[src/rtl/dtune_pkg.sv]
`timescale 1ns/1ps
package dtune_pkg;
  localparam int unsigned WORD_W = 8;
  localparam int unsigned CODE_W = 5;

  // minimum bus times in ps
  localparam int unsigned PH_MIN_PS   = 19231;  // half period at 26 MHz, rounded up
  localparam int unsigned DSET_MIN_PS = 13200;
  localparam int unsigned ELEAD_MIN_PS = 19200;
  localparam int unsigned ETAIL_MIN_PS = 19200;
  localparam int unsigned EGAP_MIN_PS = 38400;

  typedef enum logic [2:0] {
    S_IDLE, S_PICK, S_LEAD, S_HIGH, S_LOW, S_TAIL, S_GAP, S_FIN
  } seq_state_e;

  function automatic int unsigned cyc_for(input int unsigned ps, input int unsigned per_ps);
    int unsigned c;
    c = (ps + per_ps - 1) / per_ps;
    return (c == 0) ? 1 : c;
  endfunction

  function automatic int unsigned max_u(input int unsigned a, input int unsigned b);
    return (a > b) ? a : b;
  endfunction
endpackage

[src/rtl/dtune_pick.sv]
`timescale 1ns/1ps
module dtune_pick #(
  parameter int unsigned N_DEV = 4,
  localparam int unsigned IDX_W = (N_DEV > 1) ? $clog2(N_DEV) : 1
) (
  input  logic [N_DEV-1:0] pend_i,
  output logic             any_o,
  output logic [IDX_W-1:0] idx_o
);
  always_comb begin
    any_o = |pend_i;
    idx_o = '0;
    for (int i = N_DEV - 1; i >= 0; i--) begin
      if (pend_i[i]) idx_o = IDX_W'(i);
    end
  end

  always_comb begin
    if (any_o) begin
      AST_PICK_LOWEST: assert (pend_i[idx_o] &&
        ((pend_i & ((N_DEV'(1) << idx_o) - N_DEV'(1))) == '0));
    end
  end
endmodule

[src/rtl/dtune_lane.sv]
`timescale 1ns/1ps
module dtune_lane
  import dtune_pkg::*;
(
  input  logic              clk_i,
  input  logic              rst_ni,
  input  logic              load_i,
  input  logic              shift_i,
  input  logic              clr_i,
  input  logic [WORD_W-1:0] word_i,
  output logic              bit_o
);
  logic [WORD_W-1:0] sh_q;

  always_ff @(posedge clk_i or negedge rst_ni) begin
    if (!rst_ni)      sh_q <= '0;
    else if (clr_i)   sh_q <= '0;
    else if (load_i)  sh_q <= word_i;
    else if (shift_i) sh_q <= {sh_q[WORD_W-2:0], 1'b0};
  end

  assign bit_o = sh_q[WORD_W-1];

  AST_LANE_EXCL: assert property (@(posedge clk_i) disable iff (!rst_ni)
    !(load_i && (shift_i || clr_i)));
endmodule

[src/rtl/dtune_bus_master.sv]
`timescale 1ns/1ps
module dtune_bus_master
  import dtune_pkg::*;
#(
  parameter int unsigned N_DEV       = 4,
  parameter int unsigned SYS_CLK_KHZ = 50000
) (
  input  logic                    clk_i,
  input  logic                    rst_ni,
  input  logic                    start_i,
  input  logic                    mode_i,
  input  logic [N_DEV-1:0]        chg_i,
  input  logic [N_DEV-1:0]        stby_i,
  input  logic [N_DEV*CODE_W-1:0] code_i,
  output logic                    busy_o,
  output logic                    done_o,
  output logic                    sclk_o,
  output logic [N_DEV-1:0]        sen_o,
  output logic [N_DEV-1:0]        sdat_o
);
  localparam int unsigned PER_PS   = 1000000000 / SYS_CLK_KHZ;
  localparam int unsigned HALF_CYC = max_u(cyc_for(PH_MIN_PS, PER_PS), cyc_for(DSET_MIN_PS, PER_PS));
  localparam int unsigned LEAD_CYC = max_u(cyc_for(ELEAD_MIN_PS, PER_PS), cyc_for(DSET_MIN_PS, PER_PS));
  localparam int unsigned TAIL_CYC = cyc_for(ETAIL_MIN_PS, PER_PS);
  localparam int unsigned GAP_CYC  = cyc_for(EGAP_MIN_PS, PER_PS);
  localparam int unsigned MAX_CYC  = max_u(max_u(HALF_CYC, LEAD_CYC), max_u(TAIL_CYC, GAP_CYC));
  localparam int unsigned CNT_W    = $clog2(MAX_CYC + 1);
  localparam int unsigned IDX_W    = (N_DEV > 1) ? $clog2(N_DEV) : 1;
  localparam int unsigned BIT_W    = $clog2(WORD_W);

  seq_state_e st_q, st_d;
  logic [CNT_W-1:0] cnt_q, cnt_d;
  logic [BIT_W-1:0] bit_q, bit_d;
  logic [IDX_W-1:0] idx_q, idx_d, pick_idx;
  logic [N_DEV-1:0] pend_q, pend_d;
  logic             pick_any;
  logic             mode_q;
  logic [N_DEV-1:0][WORD_W-1:0] word_q;
  logic             cap, ld, sh, clr;
  logic             sclk_q;
  logic [N_DEV-1:0] sen_q, sen_d;
  logic             en_act;

  dtune_pick #(.N_DEV(N_DEV)) u_pick (
    .pend_i (pend_q),
    .any_o  (pick_any),
    .idx_o  (pick_idx)
  );

  always_comb begin
    st_d   = st_q;
    cnt_d  = cnt_q;
    bit_d  = bit_q;
    idx_d  = idx_q;
    pend_d = pend_q;
    cap    = 1'b0;
    ld     = 1'b0;
    sh     = 1'b0;
    clr    = 1'b0;
    unique case (st_q)
      S_IDLE: if (start_i) begin
        cap    = 1'b1;
        pend_d = mode_i ? '1 : chg_i;
        st_d   = S_PICK;
      end
      S_PICK: if (!pick_any) begin
        st_d = S_FIN;
      end else begin
        ld    = 1'b1;
        cnt_d = CNT_W'(LEAD_CYC - 1);
        st_d  = S_LEAD;
        if (mode_q) pend_d = '0;
        else begin
          pend_d[pick_idx] = 1'b0;
          idx_d = pick_idx;
        end
      end
      S_LEAD: if (cnt_q == '0) begin
        st_d  = S_HIGH;
        cnt_d = CNT_W'(HALF_CYC - 1);
        bit_d = BIT_W'(WORD_W - 1);
      end else cnt_d = cnt_q - 1'b1;
      S_HIGH: if (cnt_q == '0) begin
        if (bit_q == '0) begin
          st_d  = S_TAIL;
          cnt_d = CNT_W'(TAIL_CYC - 1);
        end else begin
          st_d  = S_LOW;
          cnt_d = CNT_W'(HALF_CYC - 1);
          sh    = 1'b1;  // data moves with the falling clock
          bit_d = bit_q - 1'b1;
        end
      end else cnt_d = cnt_q - 1'b1;
      S_LOW: if (cnt_q == '0) begin
        st_d  = S_HIGH;
        cnt_d = CNT_W'(HALF_CYC - 1);
      end else cnt_d = cnt_q - 1'b1;
      S_TAIL: if (cnt_q == '0) begin
        st_d  = S_GAP;
        cnt_d = CNT_W'(GAP_CYC - 1);
        clr   = 1'b1;
      end else cnt_d = cnt_q - 1'b1;
      S_GAP: if (cnt_q == '0) st_d = S_PICK;
             else cnt_d = cnt_q - 1'b1;
      S_FIN: st_d = S_IDLE;
      default: st_d = S_IDLE;
    endcase
  end

  assign en_act = (st_d == S_LEAD) || (st_d == S_HIGH) || (st_d == S_LOW) || (st_d == S_TAIL);

  always_comb begin
    for (int d = 0; d < N_DEV; d++) begin
      sen_d[d] = en_act && (mode_q ? (d == 0) : (idx_d == IDX_W'(d)));
    end
  end

  always_ff @(posedge clk_i or negedge rst_ni) begin
    if (!rst_ni) begin
      st_q   <= S_IDLE;
      cnt_q  <= '0;
      bit_q  <= '0;
      idx_q  <= '0;
      pend_q <= '0;
      mode_q <= 1'b0;
      word_q <= '0;
      sclk_q <= 1'b0;
      sen_q  <= '0;
    end else begin
      st_q   <= st_d;
      cnt_q  <= cnt_d;
      bit_q  <= bit_d;
      idx_q  <= idx_d;
      pend_q <= pend_d;
      sclk_q <= (st_d == S_HIGH);
      sen_q  <= sen_d;
      if (cap) begin
        mode_q <= mode_i;
        for (int d = 0; d < N_DEV; d++) begin
          word_q[d] <= {2'b00, stby_i[d], code_i[d*CODE_W +: CODE_W]};
        end
      end
    end
  end

  for (genvar g = 0; g < N_DEV; g++) begin : g_lane
    logic [WORD_W-1:0] w;
    if (g == 0) begin : g_shared
      assign w = mode_q ? word_q[0] : word_q[pick_idx];
    end else begin : g_own
      assign w = mode_q ? word_q[g] : '0;
    end
    dtune_lane u_lane (
      .clk_i   (clk_i),
      .rst_ni  (rst_ni),
      .load_i  (ld && (mode_q || (g == 0))),
      .shift_i (sh),
      .clr_i   (clr),
      .word_i  (w),
      .bit_o   (sdat_o[g])
    );
  end

  assign busy_o = (st_q != S_IDLE);
  assign done_o = (st_q == S_FIN);
  assign sclk_o = sclk_q;
  assign sen_o  = sen_q;

  AST_IDLE_QUIET: assert property (@(posedge clk_i) disable iff (!rst_ni)
    !busy_o |-> (!sclk_o && sen_o == '0 && sdat_o == '0));
  AST_DONE_SINGLE: assert property (@(posedge clk_i) disable iff (!rst_ni)
    done_o |=> (!done_o && !busy_o));
  AST_ONE_ENABLE: assert property (@(posedge clk_i) disable iff (!rst_ni)
    $onehot0(sen_o));
  AST_CLK_IN_FRAME: assert property (@(posedge clk_i) disable iff (!rst_ni)
    sclk_o |-> (sen_o != '0));
  AST_DATA_HELD: assert property (@(posedge clk_i) disable iff (!rst_ni)
    sclk_o |-> $stable(sdat_o));
  AST_SHARED_EN_ONLY0: assert property (@(posedge clk_i) disable iff (!rst_ni)
    (busy_o && mode_q) |-> ((sen_o >> 1) == '0));
  AST_DONE_QUIET: assert property (@(posedge clk_i) disable iff (!rst_ni)
    done_o |-> (sen_o == '0 && !sclk_o));
endmodule

[config.mk]
export PLATFORM = sky130hd
export DESIGN_NAME = dtune_bus_master
export DESIGN_NICKNAME = d
export VERILOG_FILES = /design/src/rtl/dtune_pkg.sv /design/src/rtl/dtune_pick.sv /design/src/rtl/dtune_lane.sv /design/src/rtl/dtune_bus_master.sv
export SDC_FILE = /design/constraint.sdc
export NUM_CORES = 1
export LEC_CHECK = 0
export BUFFER_PORTS_ARGS = -buffer_cell sky130_fd_sc_hd__buf_4
export CORE_ASPECT_RATIO = 1.75
export CORE_MARGIN = 4
export CORE_UTILIZATION = 62
export CTS_BUF_LIST = sky130_fd_sc_hd__clkbuf_16
export CTS_CLUSTER_SIZE = 24
export DETAILED_ROUTE_END_ITERATION = 8
export PLACE_DENSITY = 0.88
export SYNTH_ARGS = -nofsm -noshare
export SYNTH_HDL_FRONTEND = slang
export SYNTH_SLANG_ARGS = --single-unit
[constraint.sdc]
create_clock -name clk_i -period 6.9 [get_ports clk_i]
set_clock_uncertainty 0.15 [all_clocks]
set_input_delay 1.38 -clock clk_i [delete_from_list [all_inputs] [get_ports clk_i]]
set_output_delay 1.38 -clock clk_i [all_outputs]
set_load 0.02 [all_outputs]
# After elaboration in Yosys (flattened, before gate mapping)
# Cells that the tools add are included.
[word_totals]
reg_bits = 76
elab_cells = 129
out_inout_bits = 11
[classes]
n_eq_ne = 20
addsub = 2
order_cmp = 2
n_bitwise = 2
mux = 62
reduce_logical = 25
[ops]
columns = ["operator", "count"]
rows = [
  ["8-bit two-way mux", 14],
  ["3-bit two-way mux", 9],
  ["2-bit two-way mux", 11],
  ["3-bit one-hot mux with 7 select lines", 1],
  ["3-bit equality test (second input constant)", 6],
  ["6-bit two-way mux", 3],
  ["8-bit binary-select mux with 2-bit select", 1],
  ["4-bit two-way mux", 4],
  ["1-bit two-way mux", 15],
  ["3-bit by 2-bit equality test with 1-bit output (second input constant)", 4],
  ["2-bit != test (second input constant)", 6],
  ["3-bit nonzero test", 3],
  ["2-bit one-hot mux with 4 select lines", 1],
  ["4-bit one-hot mux with 2 select lines", 1],
  ["1-bit logical AND", 6],
  ["3-bit zero test", 2],
  ["3-bit one-hot mux with 2 select lines", 1],
  ["3-bit AND reduction", 2],
  ["4-bit AND", 1],
  ["2-bit equality test (second input constant)", 2],
  ["2-bit zero test", 2],
  ["4-bit NOT", 1],
  ["4-bit AND reduction", 1],
  ["2-bit nonzero test", 2],
  ["other kinds (12)", 14],
]

# Depth between registers and ports, before layout
[logic_depth]
depth_word = 13
depth_mapped = 9
depth_no_buf = 7

# By module
# From an unflattened synthesis, not the netlist that was laid out.
[unflattened]
cells_unflattened = 442
area_unflattened_um2 = 4182.8
[modules_own_cells]
columns = ["mod", "area_per_inst_um2", "instances", "cells_per_inst", "seq_area_each_um2"]
rows = [
  ["dtune_bus_master", 2511.2, 1, 295, 1101.1],
  ["dtune_lane", 409.1, 4, 35, 200.2],
  ["dtune_pick", 35.0, 1, 7, 0.0],
]

# Worst setup path before layout
# OpenSTA, ideal clock, no wires.
[synth_path]
path_kind = "flip-flop to output port"
startpoint = "register st_q[2]"
endpoint = "output port busy_o"
path_slack_ns = 4.347
t_arrival_ns = 1.023
t_required_ns = 5.370
stages_incl_launch_ff = 4
path_cell_list = "dfrtp_1 buf_2 nor2_1 nand2_1"
[synth_between]
elab_chain_cells = 1
[synth_lines]
columns = ["item", "line", "source"]
rows = [
  ["start: declaration", "dtune_bus_master.sv:31", "seq_state_e st_q, st_d;"],
  ["start signal: assignment", "dtune_bus_master.sv:130", "st_q <= st_d;"],
  ["3-bit nonzero test", "dtune_bus_master.sv:164", "assign busy_o = (st_q != S_IDLE);"],
  ["end: declaration", "dtune_bus_master.sv:15", "output logic busy_o,"],
]
# Every way passes these cells.

# Worst setup path in the final report
[layout_path]
startpoint = "register st_q[1]"
endpoint = "output port busy_o"
# The elaborated chain is that of the path after synthesis.

==> results.md <==
- Status: complete, no violations
- Seq/Total Area, Yosys: 51.6%
- Reg2Reg Setup Slack: 4.21 ns
- Critical path endpoint category: output pin
- Max_cap viols: 0
- Worst setup path end: busy_o
- Req. time, crit path: 5.37 ns
- DR vias/cell: 6.27
- Fill cells: 407
- R2r endpoint: g_lane[2].u_lane.sh_q[7]$_DFFE_PN0P_
- CP max FO: 15
- Power share of the clock group: 22.1%
- Root Buffer: clkbuf_16
- Post-CTS resize count: 0
- Top FF cell, synth: dfrtp_1
- # IOs: 43
- Clock Path Buffers: 2
- Maximum VDD drop: 375 uV
- Post-synth EDFFs: 0
- Placed Instances: 465
- Synth Area per Inst: 9.83 um^2
- Synth warn: 0
- DP HPWL: 5820 um
- Library cells used by synthesis: 46
- Setup bufs post-CTS: 0
- Clock Pin Slew Worst Setup and Hold Paths: 0.05 ns
- Mapped Cells: 375
- Drt initial violations: 324
- Final setup TNS: 0 ns
- TritonCTS clock tree: yes
- Syn_nets: 413
- Number of global-route vias before repair: 3007
- Clk sink count: 76
- Seq. cell area: 1900 um^2
- Post-CTS Hold Buffers: 0
- GR Util All Layers: 26.5%
- CP Launch Type: register
- # H-tree levels: 3
- Seq cells post-synth: 76
- Router iterations before antenna repair: 5
- Pin count of the biggest net entering global routing: 77
- RSZ-0062 raised after global routing: no
- Final ANT Viol Nets: 0
- Slew @ Worst Pin: 1.17 ns
- Cell Pwr Density: 519 nW/um^2
- Commonest cells after routing, fill and taps aside: dfrtp_1 (76), nor2_1 (50), buf_4 (45), nand2_1 (34), o21ai_0 (30)
- Sequential Power Share: 39.6%
- I/O Buffers: 42
- R2r startpoint: st_q[1]$_DFF_PN0_
- Asr flop ratio synth: 100%
- Gp weighted congestion: 0.899
- Final net count: 438
- Max Slew Vio Count: 0
- Drt drc: 0
- Tmin final: 3.19 ns
- Data arrival, critical path: 1.66 ns
- P_int: 1330 uW
- Final Power: 2210 uW
- Static leakage: 0.00193 uW
- Layout area overhead: 15.5%
- Initial antenna violation count: 0
- Die area: 7290 um^2
- Crit path from: st_q[1]$_DFF_PN0_
- Tcrit/Tclk final: 46.3%
- Initial Util: 64.9%
- Commonest non-fill, non-tap cell in the layout: dfrtp_1
- Drt wl/cell: 18.3 um
- Hold Path Stages: 1
- Max frequency: 0.313 GHz
- Sw power: 876 uW
- Clk_lat worst skew: 0.34 ns
- Hold slack: 0.357 ns
- Switching Share: 39.6%
- Hold Crit Class: register to register
- WS Path Type: register to output pin
- Die X: 66.3 um
- Row count: 36
- TritonCTS Buffers: 9
- Share of layout cells above drive strength 1: 19.5%
- Final non-filler cell total: 481
- Final hold vios: 0
- DRT Wirelength: 8820 um
- Reg2reg path depth: 4
- Height of the die: 110 um
- ANT cells: 0
- Final setup fails: 0
- Multi-input logic area: 1540 um^2
- First-pass GRT wire length: 14300 um
- Comb pwr share: 38.3%
- Max_slew headroom: 20.8%
- CORE AREA: 5680 um^2
- Overflow left after global routing: 0
- Post-Route Utilization: 75.0%
- Vias post-DR: 3017
- Post-synthesis instance area: 3680 um^2
==> synthesized netlist by cell type (2+ instances only) <==
master    number  area [um^2]
dfrtp_1       76         1900
nor2_1        50          188
nand2_1       34          128
o21ai_0       30          150
a21oi_1       20          100
inv_1         20         75.1
a221oi_1      19          166
mux2_2        16          180
clkbuf_1      14         52.6
a211oi_1       6         45.0
a22oi_1        6         45.0
a31oi_1        6         37.5
ha_1           6         75.1
nand2b_1       6         37.5
buf_2          5         25.0
buf_6          5         56.3
o211ai_1       5         37.5
a22o_1         4         35.0
buf_4          4         30.0
nand3_1        4         20.0
nor3_1         4         20.0
a32o_1         3         30.0
and3_1         3         18.8
buf_1          3         11.3
a221oi_2       2         30.0
nor4b_1        2         17.5
o22ai_1        2         12.5
o31ai_1        2         15.0
==> critical path: stages (launching register included) <==
cell	delay (ns)
dfrtp_1	0.54
nor2_1	0.48
nand2_1	0.13
buf_4	0.18
==> registers in the layout (all words and copies together), names as in the netlist <==
| name | cells |
|---|---|
| word_q | 24 |
| sclk_o | 1 |
| cnt_q | 2 |
| g_lane.u_lane.sh_q | 32 |
| pend_q | 4 |
| sen_o | 4 |
| st_q | 3 |
| mode_q | 1 |
| idx_q | 2 |
| bit_q | 3 |
==> stage by stage <==
stage	setup WS, ns	instance area (um^2)
finish	3.71	4260
floorplan	4.35	3680
CTS	3.74	4260
global route	3.61	4260
detailed placement	4.13	3950
global placement	4.17	3950
==> worst min path at each step <==
stage	startpoint	endpoint	slack (ns)
after floorplan	word_q[16]$_DFFE_PN0P_	g_lane[2].u_lane.sh_q[0]$_DFFE_PN0P_	0.30
after global placement	g_lane[1].u_lane.sh_q[6]$_DFFE_PN0P_	g_lane[1].u_lane.sh_q[7]$_DFFE_PN0P_	0.33
after detailed placement	g_lane[2].u_lane.sh_q[0]$_DFFE_PN0P_	g_lane[2].u_lane.sh_q[0]$_DFFE_PN0P_	0.33
after CTS	g_lane[0].u_lane.sh_q[5]$_DFFE_PN0P_	g_lane[0].u_lane.sh_q[5]$_DFFE_PN0P_	0.36
after global routing	g_lane[3].u_lane.sh_q[6]$_DFFE_PN0P_	g_lane[3].u_lane.sh_q[7]$_DFFE_PN0P_	0.37
final	g_lane[0].u_lane.sh_q[5]$_DFFE_PN0P_	g_lane[0].u_lane.sh_q[5]$_DFFE_PN0P_	0.36
==> logic make-up after synthesis <==
logic type	Yosys count	synth area share, %
simple gates	113	13.7
compound gates	111	20.5
buf+inv	51	6.79
fa+ha+maj	6	2.04
mux	16	4.89
xor+xnor	2	0.475
flops	76	51.6
==> power groups by stage <==
stage          Combinational (uW)  Clock, uW  Sequential (uW)
2_1_floorplan                 721          0              760
5_1_grt                       947        512              892
6_report                      847        488              874
4_1_cts                       847        490              862
3_3_place_gp                  797          0              856
3_5_place_dp                  829          0              866
==> layer usage <==
| metal | track usage [%] | wire length [um] | vias to the layer above |
|---|---|---|---|
| met3 | 5.68 | 452 | 36 |
| met5 | 0 | 0 | - |
| met2 | 44.2 | 4780 | 122 |
| li1 | - | - | 1384 |
| met4 | 18.0 | 416 | 0 |
| met1 | 29.8 | 3170 | 1475 |
==> layout make-up <==
cell class,count,area share [%]
inverter,20,1.76
clock inverter,7,1.94
clock buffer,9,5.29
tap,76,2.23
timing repair buffer,45,7.94
sequential,76,44.7
multi-input combinational,248,36.2
Power figures use the tool's default switching activity.
